**src/rtl/i2c_evt_ctrl.sv**
```systemverilog
module i2c_evt_ctrl (
  input  logic clk,
  input  logic rst_n,
  input  logic ev_start_sent,
  input  logic ev_addr,
  input  logic ev_hdr10_sent,
  input  logic ev_byte_rx,
  input  logic rd_sr1,
  input  logic rd_sr2,
  input  logic rd_dr,
  input  logic wr_dr,
  input  logic evt_irq_en,
  output logic flg_start,
  output logic flg_addr,
  output logic flg_hdr10,
  output logic flg_rxne,
  output logic evt_irq,
  output logic scl_hold
);

  logic arm_start, arm_addr, arm_hdr10;

  wire any_acc   = rd_sr1 | rd_sr2 | rd_dr | wr_dr;
  wire clr_start = wr_dr & arm_start;
  wire clr_hdr10 = wr_dr & arm_hdr10;
  wire clr_addr  = rd_sr2 & arm_addr;
  wire stretch   = flg_start | flg_addr | flg_hdr10;

  always_ff @(posedge clk) begin
    if (!rst_n) begin
      flg_start <= 1'b0;
      flg_addr  <= 1'b0;
      flg_hdr10 <= 1'b0;
      flg_rxne  <= 1'b0;
    end else begin
      flg_start <= ev_start_sent | (flg_start & ~clr_start);
      flg_addr  <= ev_addr       | (flg_addr  & ~clr_addr);
      flg_hdr10 <= ev_hdr10_sent | (flg_hdr10 & ~clr_hdr10);
      flg_rxne  <= ev_byte_rx    | (flg_rxne  & ~rd_dr);
    end
  end

  always_ff @(posedge clk) begin
    if (!rst_n) begin
      arm_start <= 1'b0;
      arm_addr  <= 1'b0;
      arm_hdr10 <= 1'b0;
    end else if (rd_sr1) begin
      arm_start <= flg_start;
      arm_addr  <= flg_addr;
      arm_hdr10 <= flg_hdr10;
    end else if (any_acc) begin
      arm_start <= 1'b0;
      arm_addr  <= 1'b0;
      arm_hdr10 <= 1'b0;
    end
  end

  always_ff @(posedge clk) begin
    if (!rst_n) scl_hold <= 1'b0;
    else        scl_hold <= stretch;
  end

  assign evt_irq = evt_irq_en & (stretch | flg_rxne);

endmodule

```
**config.mk**
```make
export PLATFORM = sky130hd
export DESIGN_NAME = i2c_evt_ctrl
export DESIGN_NICKNAME = d
export VERILOG_FILES = /design/src/rtl/i2c_evt_ctrl.sv
export SDC_FILE = /design/constraint.sdc
export NUM_CORES = 1
export LEC_CHECK = 0
export ABC_AREA = 1
export CORE_AREA = 4 4 41 43
export CTS_BUF_LIST = sky130_fd_sc_hd__clkbuf_8
export DETAILED_ROUTE_END_ITERATION = 10
export DIE_AREA = 0 0 45 47
export GPL_ROUTABILITY_DRIVEN = 0
export SLEW_MARGIN = 5
export SYNTH_ARGS = -nofsm -noshare
export SYNTH_HDL_FRONTEND = slang
export SYNTH_SLANG_ARGS = --single-unit
export TNS_END_PERCENT = 30
```
**constraint.sdc**
```tcl
create_clock -name clk -period 0.8 [get_ports clk]
set_input_delay 0.12 -clock clk [delete_from_list [all_inputs] [get_ports clk]]
set_output_delay 0.12 -clock clk [all_outputs]
set_load 0.02 [all_outputs]
```
==> results of run 1 <==
-- per-stage QoR --
| stage | std cells | worst slack (ns) | cell area, um^2 |
|---|---|---|---|
| final | 78 | -0.295 | 607 |
| after global routing | 78 | -0.341 | 607 |
| after CTS | 78 | -0.305 | 588 |
| after detailed placement | 74 | -0.596 | 527 |
| after global placement | 74 | -0.582 | 527 |
| after floorplan | 39 | -0.0193 | 318 |
-- synthesized netlist by cell type --
cell type  instances  share of area
dfxtp_1            8           0.53
a21oi_1            7           0.12
inv_1              6          0.074
nand2_1            6          0.074
nand3_1            4          0.066
nor2_1             4          0.049
a31oi_1            1          0.021
nor2_2             1          0.021
nor2_4             1          0.037
o21ai_0            1          0.016
-- layout make-up --
cell class,instances,area (um^2)
sequential,8,171
fill,135,694
clock buffer,3,41.3
inverter,6,22.5
timing repair buffer,20,215
multi-input combinational,25,134
clock inverter,1,3.75
tap,15,18.8
-- per-layer routing --
metal / up-vias / global-route usage
li1: 174 / -
met1: 147 / 0.0986
met2: 16 / 0.116
met3: 0 / 0.0651
met4: 0 / 0.0702
met5: - / 0
-- how the worst max path moves through the flow --
stage	startpoint	end	cells past startpoint
6_report	flg_start	evt_irq	5
5_1_grt	flg_start	evt_irq	5
4_1_cts	flg_start	evt_irq	5
3_5_place_dp	evt_irq_en	evt_irq	4
3_3_place_gp	evt_irq_en	evt_irq	4
2_1_floorplan	flg_addr	evt_irq	4
-- flip-flops by register name, indices dropped and copies added, names as in the netlist --
| signal | count |
|---|---|
| arm_addr | 1 |
| arm_hdr10 | 1 |
| arm_start | 1 |
| flg_addr | 1 |
| flg_hdr10 | 1 |
| flg_rxne | 1 |
| flg_start | 1 |
| scl_hold | 1 |
-- worst min-delay path, cell delays in order --
cell and delay [ns]:
dlymetal6s2s_1 0.16, nand2_1 0.08, a21oi_1 0.05
-- cell families (layout without fill, tap and decap cells) --
group	count (synthesis)	in the layout	synth area share
AND/OR/NAND/NOR	16	16	0.247
AO/OA/AOI/OAI	9	9	0.152
flip-flops	8	8	0.527
buffers and inverters	6	30	0.0741
-- power breakdown --
group | internal (mW) | total [mW] | switching [mW]
clock network | 0.332 | 0.493 | 0.160
logic | 0.127 | 0.225 | 0.0981
registers | 0.426 | 0.443 | 0.0170
-- placed cells by master, fill, tap and decap left out, types with 3 or more instances in the layout --
| cell | Yosys | routed |
|---|---|---|
| inv_1 | 6 | 3 |
| buf_6 | 0 | 8 |
| dlymetal6s2s_1 | 0 | 4 |
| clkbuf_8 | 0 | 3 |
| nor2_1 | 4 | 4 |
| dfxtp_2 | 0 | 3 |
| dfxtp_1 | 8 | 3 |
| a21oi_1 | 7 | 6 |
| nand2_1 | 6 | 6 |
| clkdlybuf4s50_1 | 0 | 6 |
| nand3_1 | 4 | 3 |
| inv_2 | 0 | 4 |
-- repair_timing --
item,in CTS,in global routing
pin swaps,2,0
setup endpoints to repair,7,12
resized for setup,39,7
==> results.json, run 1 <==
{
  "grt_pass1_vias": 334,
  "maxSlewViolCount": 0,
  "cts_htree_levels": 1,
  "r2r-end": "flg_start",
  "vias": 337,
  "overflow": 0,
  "clock.fmax_mhz": 913,
  "cts_tree": "built",
  "postSynthAreaPerCell_um2": 7.80,
  "period_minus_slack_ns": 1.09,
  "postSynthCellCount": 39,
  "grt_max_degree": 9,
  "first_iter_violations": 12,
  "crit_top_cell": "inv_2",
  "ys_warn_count": 0,
  "critical_path.cell_chain": "inv_2 > nand3_2 > o21ai_2 > inv_2 > buf_6",
  "path_buf_inv": 3,
  "hold_viol": 0,
  "num_io_pins": 17,
  "power.leakage_nw": 0.291,
  "cp_max_fo": 2,
  "slowest_stage": "dfxtp_4",
  "power_density_nw_per_um2": 1910,
  "cts_made_buffers": 3,
  "cp-start-kind": "flip-flop",
  "top_layer_used": "met3",
  "ys_seq_area_frac": 0.527,
  "first_pass_iters": 4,
  "reg2regPathDepth": 3,
  "synth_nets": 50,
  "slew_headroom": 0.826,
  "min_path_cells": 3,
  "grt_pass1_wl_mm": 1.29,
  "synth-seq-cells": 8,
  "worstMarginPinSlew_ns": 0.260,
  "rsz0062_at_grt": "yes",
  "post-route-util": 0.466,
  "fin_ws_ns": -0.295,
  "hp-class": "in -> reg",
  "postCtsSetupBuffers": 0,
  "wire_per_inst_um": 9.85,
  "final_antenna_net_count": 0,
  "crit_type": "reg -> out",
  "violations": "setup timing",
  "max_stage_delay_ns": 0.34,
  "clock_latency_ns": 0.23,
  "finalSetupViolCount": 5,
  "die_h_um": 47,
  "die_w_um": 45,
  "yosysUniqueCellTypes": 10,
  "hpwlAfterDp_um": 577,
  "worstHoldStart": "rd_sr1",
  "fin_nets": 75,
  "cap_viol_max_count": 0,
  "start_util": 0.234,
  "netlist_area_um2": 304,
  "clock_skew_ns": 0.000229,
  "dr_wl_met2_um": 329,
  "run_status": "finished, violations left",
  "cts_buffer_depth": 2,
  "clockRootBuffer": "clkbuf_8",
  "row_count": 13,
  "routed_via_density": 4.32,
  "routed_wl_um": 768,
  "end_kind": "primary output",
  "cp.arrival_ns": 0.97,
  "hold_ws_ns": 0.240,
  "hold_end": "arm_hdr10",
  "clkTransAtPathRegs_ns": 0.04,
  "r2r_slack_ns": 0.04,
  "dieArea_um2": 2120,
  "antenna_found_initial": 0,
  "reg2reg_from": "flg_start",
  "tns_ns": -0.671,
  "required_ns": 0.68,
  "drc": 0,
  "area_growth_pct": 99.6,
  "vdd.ir_drop.worst_mv": 0.687,
  "drive_gt1_frac": 0.429,
  "met1_length_um": 315,
  "track_usage": 0.0895,
  "portBuffers": 16,
  "wl_met3_um": 123,
  "finalCritPeriodShare": 1.37,
  "antenna_cells": 0,
  "clkSinkCount": 8,
  "p_total_mw": 1.16,
  "postCtsHoldBufs": 0,
  "critPathTopFamily": "flip-flops",
  "core_area_um2": 1300
}
No activity file was read; power rests on OpenSTA's default activity.
==> run 2, diff against run 1 <==
--- a/config.mk
+++ b/config.mk
@@ -6,10 +6,10 @@
 export NUM_CORES = 1
 export LEC_CHECK = 0
 export ABC_AREA = 1
-export CORE_AREA = 4 4 41 43
+export CORE_AREA = 2 2 39 41
 export CTS_BUF_LIST = sky130_fd_sc_hd__clkbuf_8
 export DETAILED_ROUTE_END_ITERATION = 10
-export DIE_AREA = 0 0 45 47
+export DIE_AREA = 0 0 41 43
 export GPL_ROUTABILITY_DRIVEN = 0
 export SLEW_MARGIN = 5
 export SYNTH_ARGS = -nofsm -noshare
==> run 2 against run 1 <==
  * First-iteration DRC count decreased by 50%
  * Clock power decreased by 3%
  * Clock skew increased by 0.0026 ns
  * Total power increased by 1.6%
  * Largest power group unchanged
  * The run still ends with setup timing left
  * Sequential cell count unchanged
==> results.json, run 2 (same netlist as run 1, synthesis figures left out) <==
{
  "clkTransAtPathRegs_ns": 0.04,
  "crit_type": "reg -> out",
  "drive_gt1_frac": 0.500,
  "wire_per_inst_um": 10.5,
  "first_pass_iters": 4,
  "track_usage": 0.121,
  "design_area_um2": 644,
  "grt_max_degree": 9,
  "run_status": "finished, violations left",
  "antenna_cells": 0,
  "cap_viol_max_count": 0,
  "antenna_found_initial": 0,
  "slew_headroom": 0.834,
  "clock_latency_ns": 0.23,
  "routed_via_density": 4.49,
  "cp-start-kind": "flip-flop",
  "postCtsHoldBufs": 0,
  "core_area_um2": 1380,
  "routed_wl_um": 865,
  "overflow": 0,
  "dpl.cell_count": 75,
  "clkSinkCount": 8,
  "crit_top_cell": "inv_2",
  "area_growth_pct": 112,
  "rsz0062_at_grt": "yes",
  "grt_pass1_vias": 328,
  "fin_nets": 79,
  "end_kind": "primary output",
  "hold_ws_ns": 0.255,
  "hold_viol": 0,
  "critical_path.cell_chain": "inv_2 > nand3_2 > o21ai_2 > inv_2 > buf_6",
  "cts_tree": "built",
  "hp-class": "in -> reg",
  "final_antenna_net_count": 0,
  "cts_htree_levels": 1,
  "portBuffers": 16,
  "fin_cells": 82,
  "layout_common_cells": "buf_6, clkdlybuf4s50_1, nand2_1, a21oi_1",
  "die_h_um": 43,
  "post-route-util": 0.466,
  "clock.fmax_mhz": 910,
  "violations": "setup timing",
  "required_ns": 0.68,
  "start_util": 0.220,
  "dp_slack_ns": -0.583,
  "period_minus_slack_ns": 1.10,
  "cts_buffer_depth": 2,
  "fin_ws_ns": -0.299,
  "worstMarginPinSlew_ns": 0.249,
  "clockRootBuffer": "clkbuf_8",
  "cts_made_buffers": 3,
  "vdd.ir_drop.worst_mv": 1.67,
  "finalSetupViolCount": 7,
  "dieArea_um2": 1760,
  "clock_skew_ns": 0.00279,
  "fillerInstances": 144,
  "register_area_um2": 171,
  "final_common_cell": "buf_6",
  "multi_input_area_um2": 140,
  "dpl_cell_area_um2": 528,
  "cp.arrival_ns": 0.98,
  "maxSlewViolCount": 0,
  "critPathTopFamily": "flip-flops",
  "power.leakage_nw": 0.295,
  "max_stage_delay_ns": 0.34,
  "finalCritPeriodShare": 1.37,
  "path_buf_inv": 3,
  "die_w_um": 41,
  "cp_max_fo": 2,
  "drc": 0,
  "num_io_pins": 17,
  "row_count": 14,
  "vias": 368,
  "slowest_stage": "dfxtp_4",
  "first_iter_violations": 6,
  "grt_pass1_wl_mm": 1.37,
  "power_density_nw_per_um2": 1830
}
[run 2: cell count changes in the layout (fill, tap and decap cells not counted)]
| cell | previous run | this run |
|---|---|---|
| buf_6 | 8 | 11 |
| dlygate4sd2_1 | 0 | 2 |
| dlymetal6s2s_1 | 4 | 2 |
| a21oi_1 | 6 | 5 |
| a21oi_2 | 1 | 2 |
| buf_4 | 2 | 3 |
| inv_1 | 3 | 2 |
| nand2_1 | 6 | 5 |
| nand2_2 | 0 | 1 |
[run 2: final cells by class]
| cell class | instances | area share |
|---|---|---|
| Inverter | 6 | 0.0350 |
| Sequential cell | 8 | 0.266 |
| Clock buffer | 3 | 0.0641 |
| Multi-Input combinational cell | 25 | 0.217 |
| Tap cell | 16 | 0.0311 |
| Timing Repair Buffer | 24 | 0.386 |
[run 2: final timing paths]
path | startpoint | cells past startpoint | slack, ns | endpoint
max reg2reg | flg_start | 5 | -0.17 | flg_start
min reg2reg | arm_start | 2 | 0.48 | arm_start
min | rd_dr | 4 | 0.25 | flg_rxne
max | flg_hdr10 | 5 | -0.30 | evt_irq
[run 2: through the flow]
| step | total power, mW | TNS (ns) |
|---|---|---|
| 2_1_floorplan | 0.525 | -0.0193 |
| 3_3_place_gp | 0.654 | -3.68 |
| 3_5_place_dp | 0.657 | -3.74 |
| 4_1_cts | 1.18 | -0.837 |
| 5_1_grt | 1.25 | -1.27 |
| 6_report | 1.18 | -0.953 |
[run 2: per-layer routing]
| metal | share of wire | routed length (um) | vias to the layer above | global-route usage |
|---|---|---|---|---|
| met4 | 0.015 | 13 | 0 | 0.0400 |
| met2 | 0.54 | 466 | 14 | 0.181 |
| met5 | 0 | 0 | - | 0 |
| met1 | 0.37 | 321 | 170 | 0.123 |
| met3 | 0.074 | 64 | 4 | 0.0942 |
| li1 | - | - | 180 | - |
[run 2: worst min-delay path: stages]
cell	delay, ns
dlymetal6s2s_1	0.15
inv_1	0.06
a21oi_1	0.05
nor2_1	0.07
[run 2: power breakdown]
group          switching (mW)  internal (mW)  leakage [nW]
combinational           0.111          0.149         0.205
clock                   0.151          0.325        0.0216
sequential             0.0164          0.426        0.0680
[run 2: timing repair]
item                                    CTS  global route
gates resized for setup                  45             7
buffers inserted                          3             2
pin swaps                                 5             1
endpoints found under the setup margin   10            12
endpoints found under the hold margin     0             0
==> run 3, diff against run 2 <==
--- a/config.mk
+++ b/config.mk
@@ -6,6 +6,7 @@
 export NUM_CORES = 1
 export LEC_CHECK = 0
 export ABC_AREA = 1
+export CAP_MARGIN = 20
 export CORE_AREA = 2 2 39 41
 export CTS_BUF_LIST = sky130_fd_sc_hd__clkbuf_8
 export DETAILED_ROUTE_END_ITERATION = 10
==> results of run 3 <==
The final DEF is identical to that of run 2; final timing and power are the same.
